**src/rtl/exc_prio_sel.sv**
```systemverilog
module exc_prio_sel #(
  parameter bit REG_OUT = 1'b1,
  parameter int CAUSE_W = 32
) (
  input  logic               clk_i,
  input  logic               rst_ni,
  input  logic               exec_i,
  input  logic               priv_user_i,
  input  logic               flt_fetch_acc_i,
  input  logic               flt_fetch_chk_i,
  input  logic               flt_fetch_bus_i,
  input  logic               flt_illegal_i,
  input  logic               flt_ecall_i,
  input  logic               flt_ebreak_i,
  input  logic               flt_store_i,
  input  logic               flt_load_i,
  output logic               exc_valid_o,
  output logic [CAUSE_W-1:0] exc_cause_o
);
  localparam logic [CAUSE_W-1:0] C_FETCH_ACC = CAUSE_W'(1);
  localparam logic [CAUSE_W-1:0] C_FETCH_CHK = CAUSE_W'(49);
  localparam logic [CAUSE_W-1:0] C_FETCH_BUS = CAUSE_W'(48);
  localparam logic [CAUSE_W-1:0] C_ILLEGAL   = CAUSE_W'(2);
  localparam logic [CAUSE_W-1:0] C_ECALL_U   = CAUSE_W'(8);
  localparam logic [CAUSE_W-1:0] C_ECALL_M   = CAUSE_W'(11);
  localparam logic [CAUSE_W-1:0] C_EBREAK    = CAUSE_W'(3);
  localparam logic [CAUSE_W-1:0] C_STORE     = CAUSE_W'(7);
  localparam logic [CAUSE_W-1:0] C_LOAD      = CAUSE_W'(5);

  logic               any_c;
  logic [CAUSE_W-1:0] cause_c;

  assign any_c = exec_i & (flt_fetch_acc_i | flt_fetch_chk_i | flt_fetch_bus_i |
                           flt_illegal_i | flt_ecall_i | flt_ebreak_i |
                           flt_store_i | flt_load_i);

  always_comb begin
    cause_c = '0;
    if (exec_i) begin
      if      (flt_fetch_acc_i) cause_c = C_FETCH_ACC;
      else if (flt_fetch_chk_i) cause_c = C_FETCH_CHK;
      else if (flt_fetch_bus_i) cause_c = C_FETCH_BUS;
      else if (flt_illegal_i)   cause_c = C_ILLEGAL;
      else if (flt_ecall_i)     cause_c = priv_user_i ? C_ECALL_U : C_ECALL_M;
      else if (flt_ebreak_i)    cause_c = C_EBREAK;
      else if (flt_store_i)     cause_c = C_STORE;
      else if (flt_load_i)      cause_c = C_LOAD;
    end
  end

  if (REG_OUT) begin : g_reg
    always_ff @(posedge clk_i or negedge rst_ni) begin
      if (!rst_ni) begin
        exc_valid_o <= 1'b0;
        exc_cause_o <= '0;
      end else begin
        exc_valid_o <= any_c;
        exc_cause_o <= cause_c;
      end
    end
  end else begin : g_comb
    assign exc_valid_o = any_c;
    assign exc_cause_o = cause_c;
  end
endmodule

```
**config.mk**
```make
export PLATFORM = sky130hd
export DESIGN_NAME = exc_prio_sel
export DESIGN_NICKNAME = d
export VERILOG_FILES = /design/src/rtl/exc_prio_sel.sv
export SDC_FILE = /design/constraint.sdc
export NUM_CORES = 1
export LEC_CHECK = 0
export BUFFER_PORTS_ARGS = -buffer_cell sky130_fd_sc_hd__buf_2
export CAP_MARGIN = 10
export CORE_UTILIZATION = 34
export DETAILED_ROUTE_END_ITERATION = 8
export PLACE_DENSITY = 0.78
export SKIP_LAST_GASP = 1
export SYNTH_ARGS = -nofsm -noshare
export SYNTH_HDL_FRONTEND = slang
export SYNTH_SLANG_ARGS = --single-unit
export TNS_END_PERCENT = 20
```
**constraint.sdc**
```tcl
create_clock -name clk_i -period 0.8 [get_ports clk_i]
set_input_delay 0.16 -clock clk_i [delete_from_list [all_inputs] [get_ports clk_i]]
set_output_delay 0.16 -clock clk_i [all_outputs]
set_load 0.01 [all_outputs]
```
# == Yosys cells after proc, flatten, opt, wreduce, memory -nomap -nowiden ==
# Index checks and enable logic that the tools add are counted.
# word_totals
register_bits,33
word_cells,20
# classes
mux,10
bitwise,8
# op_table
op,n
$mux W32,1
$mux W6,3
$mux W3,3
$mux W4,2
$or A1 B1 Y1,7
$mux W2,1
$and A1 B1 Y1,1

# == Longest topological paths before layout ==
# logic_depth
depth_word,9
mapped_depth,3
mapped_depth_nobuf,3

# == Worst setup path before layout ==
# No wires, ideal clock.
# synth_timing
path_type,input to register
start,in flt_ebreak_i
end,reg exc_cause_o[0]
stages,3
path_buffers,0
path_slack_ns,-0.135
arrival_time_ns,0.804
cell_sequence,or4_1 -> nand3_1 -> a21oi_1
# synth_via
elab_chain_cells,7
# synth_lines
item,line,source
start: declaration,14,"input logic flt_ebreak_i,"
$mux W3,45,else if (flt_ebreak_i) cause_c = C_EBREAK;
$mux W4,44,else if (flt_ecall_i) cause_c = priv_user_i ? C_ECALL_U : C_ECALL_M;
$mux W4,43,else if (flt_illegal_i) cause_c = C_ILLEGAL;
$mux W6,42,else if (flt_fetch_bus_i) cause_c = C_FETCH_BUS;
$mux W6,41,else if (flt_fetch_chk_i) cause_c = C_FETCH_CHK;
$mux W6,40,if (flt_fetch_acc_i) cause_c = C_FETCH_ACC;
$mux W32,39,if (exec_i) begin
net cause_c[0],31,logic [CAUSE_W-1:0] cause_c;
end signal: assignment,58,exc_cause_o <= cause_c;
end: declaration,18,output logic [CAUSE_W-1:0] exc_cause_o
# The timed path passes the listed nets, and every way through them passes these cells.

# == Final worst setup path ==
# layout_timing
start,reg exc_cause_o[4]
end,out exc_cause_o[4]
# No word-level cell between the ends.

==> results.toml <==
[synth]
async_reset_ff_frac = 1.00
syn_area_sq_um = 453
synthAdderAreaFrac = 0
seq_area_frac_synth = 0.331
muxShareOfSynthArea = 0
syn_area_per_cell_sq_um = 8.39
ys.flop_type = "dfrtp_1"
ys_types = 13
synth_most_common_cell = "buf_4"
synth_compound_area_frac = 0.0414
synth_cells = 54
synthTopCellsByArea = "buf_4, dfrtp_1, nor2_1, nand2_1, a21oi_1"
synth_top_family_by_area = "buffers and inverters"
ys_ff_latch = 6
yosysWarningCount = 0
yosys.area_share.simple = 0.163
synthXorXnorAreaFrac = 0
yosysTopAreaCellShare = 0.448
synth_edf_count = 0
synthTopCellsByCount = "buf_4, nor2_1, dfrtp_1"
yosys.area.top_type = "buf_4"

[pwr]
ir_worst_vdd_mv = 0.589
power.switching_uw = 207
p_leak_uw = 0.000308
power.share.clock = 0.354
cellPowerDensity_nw_per_um2 = 1470
p_int_uw = 536
pwr-share-seq = 0.427
combPwrFrac = 0.219
switching_share = 0.279

[timing]
whs_ns = 0.107
final_max_slew_viol_count = 0
rsz0062_at_grt = "yes"
fin_crit_sh = 1.12
fin_crit_ns = 0.893
finalSetupViolCount = 9
finalWorstSetupSlack_ns = -0.0931
fmax_mhz = 1120
hold_viol = 0

[clock_network]
clock-root-buffer = "clkbuf_4"
cts_tree = "built"
ctsResizeCount = 0
clk_pin_slew_ns = 0.04
cts_num_sinks = 6
clockBufferDepth = 2
numCtsBuffers = 3
htree_levels = 1

[status]
violations = "setup timing"
status = "finished, violations left"

[critical_path]
crit_fanout = 2
cp.arrival_ns = 0.73
cp_cell_sequence = "buf_2"
cp.buffers_inverters = 1
startpoint = "exc_cause_o[4]"
slowest_delay_ns = 0.36
start_kind = "flip-flop"
cp.required_ns = 0.64
crit_path_end_kind = "primary output"
cp_top_family = "flip-flops"
path_class = "reg -> out"
slowest_stage = "dfrtp_1"

[floorplan]
dieArea_sq_um = 1480
die_y_microns = 38.5
core_sq_um = 1170
die_w_microns = 38.5
initial_utilization = 0.387
core.rowCount = 12
io_pins = 45

[cells_and_area]
drive_gt1_frac = 0.325
fin_nets = 91
final.fill_count = 131
final_core_util = 0.433
final_cells = 91
syn2layout_area_growth_pct = 11.9
antenna_cells = 0

[global_routing]
grt_use_met3 = 0.0640
grt.busiest_layer = "met2"
grt_use_total = 0.108
use_met1 = 0.121
use_met2 = 0.163
first_global_vias = 268
antenna_found_initial = 0
grt_max_degree = 7
grt-ovfl-total = 0
grt_pass1_wl_microns = 1060

[route]
drtIter0Drc = 16
route.final.wire_length_microns = 753
wl_per_cell_microns = 8.27
num_vias = 350
vias_per_cell = 3.85
first_pass_iters = 4
drc_errors = 0
ant_nets = 0

[worst_hold_path]
hp-start = "flt_fetch_acc_i"
hold_end = "exc_cause_o[4]"
hold_class = "in -> reg"
holdPathStages = 2

[placement]
port_buffers = 18
dp.cells = 87
gp_congestion = 0.755
hpwl_microns = 648
pre_cts_slack_ns = -0.279

[job]
maxCapViolCount = 0
==> how the worst max path moves through the flow <==
stage                           endpoint  slack, ns  cells past startpoint
after floorplan           exc_cause_o[0]      -0.13                      3
after global placement    exc_cause_o[0]      -0.27                      4
after detailed placement  exc_cause_o[0]      -0.28                      4
after CTS                 exc_cause_o[4]      -0.10                      1
after global routing      exc_cause_o[5]      -0.14                      1
final                     exc_cause_o[4]      -0.09                      1
==> metrics by stage <==
stage	area (sq um)	setup TNS [ns]	power, uW
2_1_floorplan	547	-0.246	507
3_3_place_gp	474	-0.518	475
3_5_place_dp	474	-0.565	477
4_1_cts	507	-0.669	750
5_1_grt	507	-0.884	801
6_report	507	-0.638	744
==> what timing repair did <==
action / in CTS / in global routing
endpoints found under the hold margin: 6 / 0
setup buffers: 0 / 0
hold buffers: 1 / 0
setup endpoints to repair: 9 / 9
==> power groups by stage <==
stage	logic (uW)	clock network [uW]	registers, uW
finish	163	263	318
global route	185	299	318
CTS	160	272	318
detailed placement	155	0	322
global placement	153	0	322
floorplan	178	0	329
==> final cells by class <==
type | count | area [sq um] | area share
inverter | 1 | 3.75 | 0.00741
timing repair buffer | 22 | 123 | 0.242
clock buffer | 3 | 22.5 | 0.0444
tap | 14 | 17.5 | 0.0346
sequential | 6 | 150 | 0.296
multi-input combinational | 45 | 190 | 0.375
==> metal layers <==
layer / vias up / wire (microns)
met5: - / 0
met4: 0 / 0
met3: 0 / 121
met2: 32 / 347
met1: 151 / 283
li1: 167 / -
==> placed cells by master (no fill, tap or decap) <==
cell           instances
conb_1                26
buf_2                 18
nor2_1                 7
dfrtp_1                6
nand2_1                3
clkbuf_4               3
buf_4                  3
a21oi_1                2
nor3_1                 2
nand4_1                1
or3_2                  1
or4_1                  1
nand3_1                1
inv_1                  1
a41oi_1                1
dlygate4sd3_1          1
==> registers in the layout, indices dropped and copies added, names as in the netlist <==
| register | cells |
|---|---|
| exc_valid_o | 1 |
| exc_cause_o | 5 |
==> kinds of logic after synthesis <==
group | Yosys count
AND/OR/NAND/NOR | 16
AO/OA/AOI/OAI | 3
flip-flops | 6
other | 1
buffers and inverters | 28
Power figures use the tool's default switching activity.
